## config.mk

```make
export PLATFORM = sky130hd
export DESIGN_NAME = dr_ring_seq
export DESIGN_NICKNAME = d
export VERILOG_FILES = /design/src/rtl/dr_pkg.sv /design/src/rtl/dr_stride_cfg.sv /design/src/rtl/dr_addr_gen.sv /design/src/rtl/dr_ring_seq.sv
export SDC_FILE = /design/constraint.sdc
export NUM_CORES = 1
export LEC_CHECK = 0
export BUFFER_PORTS_ARGS = -buffer_cell sky130_fd_sc_hd__buf_2
export CAP_MARGIN = 5
export CORE_ASPECT_RATIO = 0.6
export CORE_UTILIZATION = 25
export CTS_BUF_LIST = sky130_fd_sc_hd__clkbuf_8
export DETAILED_ROUTE_END_ITERATION = 7
export PLACE_DENSITY = 0.57
export SLEW_MARGIN = 20
export SYNTH_ARGS = -nofsm -noshare
export SYNTH_HDL_FRONTEND = slang
export SYNTH_SLANG_ARGS = --single-unit
export TNS_END_PERCENT = 100
```

## constraint.sdc

```tcl
create_clock -name clk_i -period 3.4 [get_ports clk_i]
set_input_delay 0.34 -clock clk_i [delete_from_list [all_inputs] [get_ports clk_i]]
set_output_delay 0.34 -clock clk_i [all_outputs]
set_load 0.005 [all_outputs]
```

## src/rtl/dr_pkg.sv

```systemverilog
package dr_pkg;
  localparam int DESC_WORDS = 4;
  localparam int DESC_BYTES = 16;
  localparam int OWN_BIT    = 31;
  localparam int FIRST_BIT  = 29;
  localparam int LAST_BIT   = 28;
  localparam int MAX_SKIP   = 7;

  typedef enum logic [2:0] {
    ST_IDLE, ST_RD, ST_CAP, ST_SHOW, ST_WB, ST_SUSP
  } dr_state_e;
endpackage

```

## src/rtl/dr_stride_cfg.sv

```systemverilog
module dr_stride_cfg #(
  parameter int ADDR_W   = 32,
  parameter int BUS_W    = 64,
  parameter int STRIDE_W = 8
) (
  input  logic [STRIDE_W-1:0] stride_req_i,
  output logic [2:0]          skip_o,
  output logic [ADDR_W-1:0]   stride_o,
  output logic                err_o
);
  localparam int AL = $clog2(BUS_W / 8);

  logic [STRIDE_W-1:0] extra;
  logic [STRIDE_W-1:0] words;

  always_comb begin
    extra  = stride_req_i - STRIDE_W'(dr_pkg::DESC_BYTES);
    words  = extra >> AL;
    err_o  = (stride_req_i < STRIDE_W'(dr_pkg::DESC_BYTES)) ||
             (extra[AL-1:0] != '0) ||
             (words > STRIDE_W'(dr_pkg::MAX_SKIP));
    skip_o = err_o ? 3'd0 : words[2:0];
    // stride rebuilt from the field as the hardware would decode it
    stride_o = ADDR_W'(dr_pkg::DESC_BYTES) + (ADDR_W'(skip_o) << AL);
  end
endmodule

```

## src/rtl/dr_addr_gen.sv

```systemverilog
module dr_addr_gen #(
  parameter int ADDR_W = 32,
  parameter int LEN_W  = 8,
  parameter int AL     = 3
) (
  input  logic              clk_i,
  input  logic              rst_ni,
  input  logic              load_i,
  input  logic              adv_i,
  input  logic [ADDR_W-1:0] base_i,
  input  logic [LEN_W-1:0]  len_i,
  input  logic [ADDR_W-1:0] stride_i,
  output logic [ADDR_W-1:0] addr_o
);
  logic [ADDR_W-1:0] base_al;
  logic [LEN_W-1:0]  idx_q;
  logic              last;

  assign base_al = {base_i[ADDR_W-1:AL], {AL{1'b0}}};
  assign last    = ({1'b0, idx_q} + 1'b1) >= {1'b0, len_i};

  always_ff @(posedge clk_i or negedge rst_ni) begin
    if (!rst_ni) begin
      addr_o <= '0;
      idx_q  <= '0;
    end else if (load_i) begin
      addr_o <= base_al;
      idx_q  <= '0;
    end else if (adv_i) begin
      if (last) begin
        addr_o <= base_al;
        idx_q  <= '0;
      end else begin
        addr_o <= addr_o + stride_i;
        idx_q  <= idx_q + 1'b1;
      end
    end
  end
endmodule

```

## src/rtl/dr_ring_seq.sv

```systemverilog
module dr_ring_seq #(
  parameter int ADDR_W   = 32,
  parameter int BUS_W    = 64,
  parameter int LEN_W    = 8,
  parameter int STRIDE_W = 8
) (
  input  logic                clk_i,
  input  logic                rst_ni,
  input  logic                start_i,
  input  logic [ADDR_W-1:0]   ring_base_i,
  input  logic [LEN_W-1:0]    ring_len_i,
  input  logic [STRIDE_W-1:0] stride_req_i,
  input  logic                tail_wr_i,
  input  logic [ADDR_W-1:0]   tail_ptr_i,
  output logic                mem_req_o,
  output logic                mem_we_o,
  output logic [ADDR_W-1:0]   mem_addr_o,
  output logic [31:0]         mem_wdata_o,
  input  logic [31:0]         mem_rdata_i,
  output logic                desc_valid_o,
  output logic [ADDR_W-1:0]   desc_addr_o,
  output logic [127:0]        desc_o,
  output logic                desc_first_o,
  output logic                desc_last_o,
  output logic [2:0]          skip_o,
  output logic                cfg_err_o,
  output logic                suspended_o
);
  import dr_pkg::*;
  localparam int AL = $clog2(BUS_W / 8);

  dr_state_e             state_q, state_d;
  logic [1:0]            wcnt_q;
  logic [3:0][31:0]      dbuf_q;
  logic [ADDR_W-1:0]     tail_q, stride, cur_addr;
  logic                  adv;

  dr_stride_cfg #(.ADDR_W(ADDR_W), .BUS_W(BUS_W), .STRIDE_W(STRIDE_W)) u_cfg (
    .stride_req_i(stride_req_i), .skip_o(skip_o), .stride_o(stride), .err_o(cfg_err_o)
  );

  dr_addr_gen #(.ADDR_W(ADDR_W), .LEN_W(LEN_W), .AL(AL)) u_agen (
    .clk_i(clk_i), .rst_ni(rst_ni), .load_i(start_i), .adv_i(adv),
    .base_i(ring_base_i), .len_i(ring_len_i), .stride_i(stride), .addr_o(cur_addr)
  );

  always_ff @(posedge clk_i or negedge rst_ni) begin
    if (!rst_ni) tail_q <= '0;
    else if (tail_wr_i) tail_q <= {tail_ptr_i[ADDR_W-1:AL], {AL{1'b0}}};
  end

  always_comb begin
    state_d = state_q;
    adv     = 1'b0;
    unique case (state_q)
      ST_IDLE: if (!cfg_err_o && (cur_addr != tail_q)) state_d = ST_RD;
      ST_RD:   state_d = ST_CAP;
      ST_CAP:  if (wcnt_q == 2'd3) state_d = mem_rdata_i[OWN_BIT] ? ST_SHOW : ST_SUSP;
               else state_d = ST_RD;
      ST_SHOW: state_d = ST_WB;
      ST_WB: begin
        adv     = 1'b1;
        state_d = ST_IDLE;
      end
      ST_SUSP: if (tail_wr_i) state_d = ST_IDLE;
      default: state_d = ST_IDLE;
    endcase
    if (start_i) state_d = ST_IDLE;
  end

  always_ff @(posedge clk_i or negedge rst_ni) begin
    if (!rst_ni) begin
      state_q <= ST_IDLE;
      wcnt_q  <= '0;
      dbuf_q  <= '0;
    end else begin
      state_q <= state_d;
      if (state_q == ST_CAP) begin
        dbuf_q[wcnt_q] <= mem_rdata_i;
        wcnt_q         <= wcnt_q + 1'b1;
      end
      if (start_i) wcnt_q <= '0;
    end
  end

  always_comb begin
    mem_req_o   = (state_q == ST_RD) || (state_q == ST_WB);
    mem_we_o    = (state_q == ST_WB);
    mem_addr_o  = mem_we_o ? cur_addr + ADDR_W'(12) : cur_addr + ADDR_W'({wcnt_q, 2'b00});
    mem_wdata_o = {1'b0, dbuf_q[3][OWN_BIT-1:0]};
  end

  assign desc_valid_o = (state_q == ST_SHOW);
  assign desc_addr_o  = cur_addr;
  assign desc_o       = dbuf_q;
  assign desc_first_o = dbuf_q[3][FIRST_BIT];
  assign desc_last_o  = dbuf_q[3][LAST_BIT];
  assign suspended_o  = (state_q == ST_SUSP);
endmodule

```

Word level (Yosys, flattened, before mapping)

Index checks and enable logic that the tools add are counted.

Flip-flop bits (word level): 202
Input port bits: 116
Output and inout bits: 234
Logic and storage cells: 62

Add/subtract/negate cells: 8
Order comparisons: 5
Equal/unequal tests: 9
Muxes and demuxes: 20
Reductions and logical operators: 11

Operator list:

| cell                    | number |
|---|---|
| $mux W32                | 5 |
| $bwmux W128             | 1 |
| $demux W32 S2           | 1 |
| $add A32 B4 Y32         | 1 |
| $add A32 B4 Y32 const B | 1 |
| $add A32 B7 Y32         | 1 |
| $ne A32 B32 Y1          | 1 |
| $mux W8                 | 3 |
| $mux W3                 | 6 |
| $pmux W3 S5             | 1 |
| $add A8 B1 Y9 const B   | 1 |
| $ge A9 B8 Y1            | 1 |
| $add A8 B1 Y8 const B   | 1 |
| $lt A8 B5 Y1 const B    | 1 |
| $sub A8 B5 Y8 const B   | 1 |
| $add A5 B6 Y7 const A   | 1 |
| $eq A3 B2 Y1 const B    | 2 |
| $eq A3 B3 Y1 const B    | 2 |
| $ne A3 B3 Y1 const B    | 2 |
| $gt A5 B3 Y1 const B    | 1 |
| $mux W2                 | 2 |
| $reduce_bool A2 Y1      | 2 |
| $eq A3 B1 Y1 const B    | 1 |
| $logic_not A3 Y1        | 1 |
| other kinds (10)        | 13 |

Logic depth before layout (Yosys ltp)

Depth in word-level cells: 10
Depth in mapped cells: 18
Gate-level depth less buffers: 18

Modules after synthesis

A second synthesis with hierarchy kept.

Cell total of the unflattened synthesis: 1051
Area total of the unflattened synthesis: 11534.8 um^2

By module, submodules not included:

| module        | times used | cells an instance | area each (um^2) | seq. area each (um^2) |
|---|---|---|---|---|
| dr_ring_seq   | 1          | 543               | 7459.7           | 4053.9 |
| dr_addr_gen   | 1          | 458               | 3694.8           | 1001.0 |
| dr_stride_cfg | 1          | 50                | 380.4            | 0.0 |

Worst setup path before layout

OpenSTA, ideal clock, no wires.

Kind: input to register
From: input port stride_req_i[4]
To: register u_agen.addr_o[26]
Setup time: 87 ps
Arrival time: 3552 ps
Required time: 3313 ps
Setup slack: -239 ps
Stages on the path: 18
Buffers on the path: 0
Cells stage by stage: inv_1 ha_1 nor2_1 o21ai_0 a21oi_1 o211ai_1 nand2b_1 ha_1 inv_1 ha_1 inv_1 fa_1 nor2b_1 o211ai_1 nor3_1 nand3_1 or4_1 o211ai_1

Longest elaborated chain between the ends: 9
Elaborated cells on any way between the ends: 11
Those cells by class: add/sub: 3; order compare: 2; mux: 4; reduce/logical: 2

Ends and longest elaborated chain:

| what                                               | line                                     | source |
|---|---|---|
| start, declared                                    | dr_ring_seq.sv:12                        | `input logic [STRIDE_W-1:0] stride_req_i,` |
| $sub A8 B5 Y8 or $lt A8 B5 Y1 (tied branches)      | dr_stride_cfg.sv:17, dr_stride_cfg.sv:19 |  |
| $gt A5 B3 Y1 or $logic_or A1 B1 Y1 (tied branches) | dr_stride_cfg.sv:21, dr_stride_cfg.sv:19 |  |
| $logic_or A1 B1 Y1 (*)                             | dr_stride_cfg.sv:20                      | `(extra[AL-1:0] != '0) \|\|` |
| named net cfg_err_o                                | dr_ring_seq.sv:26                        | `output logic cfg_err_o,` |
| $mux W3 (*)                                        | dr_stride_cfg.sv:22                      | `skip_o = err_o ? 3'd0 : words[2:0];` |
| $add A5 B6 Y7 (*)                                  | dr_stride_cfg.sv:24                      | `stride_o = ADDR_W'(dr_pkg::DESC_BYTES) + (ADDR_W'(skip_o) << AL);` |
| $add A32 B7 Y32 (*)                                | dr_addr_gen.sv:34                        | `addr_o <= addr_o + stride_i;` |
| $mux W32 (*)                                       | dr_addr_gen.sv:30                        | `if (last) begin` |
| $mux W32 (*)                                       | dr_addr_gen.sv:29                        | `end else if (adv_i) begin` |
| $mux W32 (*)                                       | dr_addr_gen.sv:26                        | `end else if (load_i) begin` |
| end signal, assigned                               | dr_addr_gen.sv:27                        | `addr_o <= base_al;` |
| end signal, assigned                               | dr_addr_gen.sv:31                        | `addr_o <= base_al;` |
| end signal, assigned                               | dr_addr_gen.sv:34                        |  |
| end, declared                                      | dr_addr_gen.sv:13                        | `output logic [ADDR_W-1:0] addr_o` |

Mark *: on every way through the listed nets, which the timed path passes. The rest lies on a longest branch. The select of a mux whose other input is x is not followed.
A chain may end at the register's enable or synchronous reset.

Worst setup path in the final report

From: input port stride_req_i[4]
To: register u_agen.addr_o[26]

Longest elaborated chain between the ends: 9
Elaborated cells on any way between the ends: 11
Those cells by class: add/sub: 3; order compare: 2; mux: 4; reduce/logical: 2

Ends and longest elaborated chain:

| what                                               | line |
|---|---|
| $sub A8 B5 Y8 or $lt A8 B5 Y1 (tied branches)      | dr_stride_cfg.sv:17, dr_stride_cfg.sv:19 |
| $gt A5 B3 Y1 or $logic_or A1 B1 Y1 (tied branches) | dr_stride_cfg.sv:21, dr_stride_cfg.sv:19 |
| $logic_or A1 B1 Y1                                 | dr_stride_cfg.sv:20 |
| $mux W3 (*)                                        | dr_stride_cfg.sv:22 |
| $add A5 B6 Y7 (*)                                  | dr_stride_cfg.sv:24 |
| $add A32 B7 Y32 (*)                                | dr_addr_gen.sv:34 |
| $mux W32 (*)                                       | dr_addr_gen.sv:30 |
| $mux W32 (*)                                       | dr_addr_gen.sv:29 |
| $mux W32 (*)                                       | dr_addr_gen.sv:26 |

Mark *: on every way between the ends. The rest lies on a longest branch, timed or not. The select of a mux whose other input is x is not followed.

==> metrics.cfg <==
[global_routing]
grt_overflow_total = 0
antenna_found_initial = 0
track_usage = 0.159
grt_max_degree = 98
grt_pass1_vias = 7798
grt_pass1_wl_um = 48200

[floorplan]
design.die.area_mm2 = 0.0410
rows = 56
initial_core_util = 0.256
chipWidth_um = 261
core_area_mm2 = 0.0393
die_y_um = 157
ioPinCount = 350

[hold_path]
hold_start = tail_ptr_i[17]
min_to = tail_q[17]
hp-class = primary input to flop
hold_depth = 2

[sta]
fin_ws_ns = 0.110
setup_tns_ns = 0
setup_violations = 0
tightest_slew_ns = 0.836
hold_ws_ns = 0.0704
fin_crit_sh = 0.968
layout_min_cycle_time_ns = 3.29
maxSlewViolCount = 0
clock_skew_ns = 0.0274
fmax_mhz = 304
max-slew-margin-rel = 0.442
final_hold_viol_count = 0

[setup_path]
r2r_start = u_agen.idx_q[1]
crit_required_ns = 3.82
path_class = primary input to flop
rr_endpoint = u_agen.addr_o[19]
crit_start = stride_req_i[4]
arrival_ns = 3.71
reg2reg_slack_ns = 0.24
ff2ff_path_depth = 14
end_kind = flop
path_max_fanout = 4
startpoint_type = primary input

[placed_design]
dp_slack_ns = -0.435
dp_hpwl_um = 25600
io_buffers = 337
place_congestion = 0.884
dp_cells = 1709
place_area_mm2 = 0.0123

[status]
violations = DRC
outcome = finished with violations

[finish]
regArea_mm2 = 0.00498
multiInputGateArea_mm2 = 0.00455
finalNonFillerCells = 1751
layout.nets = 1356
final_area_mm2 = 0.0129
diodes = 0
fill_cells = 4066
drive_above_1_share = 0.509
syn_to_final_growth_pct = 28.5
final_util = 0.328

[logic_synthesis]
syn_area_per_cell_um2 = 11.4
async_flop_share = 1.00
synth.most_common_cell = dfrtp_1
ys_ff_latch = 199
ys_warn_count = 0
ys.flop_type = dfrtp_1
ys_seq_area_frac = 0.496
yosysTopAreaCell = dfrtp_1
syn_inst = 884
synth_edf_count = 0
ys_types = 59
ys_top_cells_by_area = dfrtp_1, mux2_2, xnor2_1, buf_4, ha_1
ys_top_cells_by_count = dfrtp_1, mux2_2, nand2_1
synth_top_area_frac = 0.496
synth.cell_area_mm2 = 0.0100

[pwr]
p_per_area_mw_per_mm2 = 463
power_leakage_nw = 6.52
power.total_mw = 5.98
vdd_drop_max_mv = 0.226

[clocking]
clock_latency_ns = 0.49
numCtsBuffers = 17
cts.sinks = 199
clk_pin_slew_ns = 0.12
cts_tree = built
cts_root_buf = clkbuf_8
clockBufferDepth = 2
htree_levels = 4

[route]
wirelength_um = 33300
drc = 13
ant_nets = 0
drt_iter0_markers = 549
wire_per_inst_um = 19.0
vias = 8127
first_pass_iters = 7
routed_via_density = 4.64

[job]
maxCapViolations = 0

==> where the power goes <==
| part | internal, mW | switching [mW] | total (mW) |
|---|---|---|---|
| combinational | 0.731 | 0.666 | 1.40 |
| clock | 0.608 | 0.956 | 1.56 |
| sequential | 2.69 | 0.331 | 3.02 |
==> timing repair <==
item,in CTS,in global routing
endpoints found under the hold margin,93,0
setup endpoints to repair,13,28
hold buffers,1,0
setup buffers,1,8
cloned,0,0
gates resized for setup,9,19
pin swaps,2,9
==> registers in the layout, summed over array words and instances (netlist names) <==
signal	flops
u_agen.addr_o	29
u_agen.idx_q	8
desc_o	126
desc_last_o	1
wcnt_q	2
desc_first_o	1
state_q	3
tail_q	29
==> how the worst max path moves through the flow <==
stage / endpoint / slack [ns] / depth (start not counted)
finish: u_agen.addr_o[26] / 0.11 / 19
global route: u_agen.addr_o[26] / -0.03 / 19
CTS: mem_addr_o[29] / 0.005 / 10
detailed placement: u_agen.addr_o[26] / -0.43 / 18
global placement: u_agen.addr_o[18] / -0.34 / 19
floorplan: u_agen.addr_o[26] / -0.05 / 17
==> cell usage in the layout (no fill, tap or decap), types with 5 or more instances in the layout <==
cell	count
nor4_1	12
mux2_1	6
and2_1	6
and3_1	5
conb_1	7
a21oi_1	19
dfrtp_1	197
nand3_1	28
inv_6	5
o21ai_0	22
a311o_1	5
a211oi_1	5
a31oi_1	6
and4_1	5
xor2_1	21
and3_2	5
nand4_1	15
inv_1	22
o211ai_1	6
nand2_1	67
ha_1	19
nor3_1	14
mux2_2	151
nor2_1	29
buf_2	336
buf_4	65
xnor2_1	44
clkbuf_8	18
==> kinds of logic (layout without fill, tap and decap cells) <==
kind of cell             Yosys count  count (layout)  share of synthesized area
adder cells (fa/ha/maj)           24              24                     0.0314
buffers and inverters            123             462                     0.0655
flip-flops                       199             199                      0.496
XOR/XNOR                          65              65                     0.0567
AND/OR/NAND/NOR                  218             218                      0.108
other                              1               7                   0.000373
AO/OA/AOI/OAI                     95              95                     0.0649
multiplexers                     159             159                      0.178
==> worst max-delay path: stages <==
cell and delay [ns]:
buf_2 0.11, inv_4 0.06, ha_4 0.15, buf_4 0.12
nand2_1 0.05, a21oi_1 0.06, o211ai_1 0.31, nand2b_4 0.20
ha_1 0.22, inv_1 0.06, ha_2 0.18, inv_1 0.06
fa_2 0.41, nor2b_2 0.15, o211ai_1 0.21, nor3_4 0.33
nand3_2 0.16, or4_4 0.43, o211ai_1 0.09
==> routing by layer <==
metal  vias up  part of all wire  global-route usage
li1       3707                 -                   -
met1      4094              0.47               0.230
met2       298              0.45               0.235
met3        28             0.069              0.0428
met4         0            0.0078              0.0301
met5         -                 0                   0
==> final cells by class <==
| cell class | count | share of cell area |
|---|---|---|
| flip-flops and latches | 199 | 0.386 |
| multi-input cells | 568 | 0.352 |
| repair buffers | 406 | 0.174 |
| well taps | 522 | 0.0506 |
| clock buffers | 17 | 0.0181 |
| clock inverters | 15 | 0.0121 |
| inverters | 24 | 0.00736 |
No activity file was read; power rests on OpenSTA's default activity.
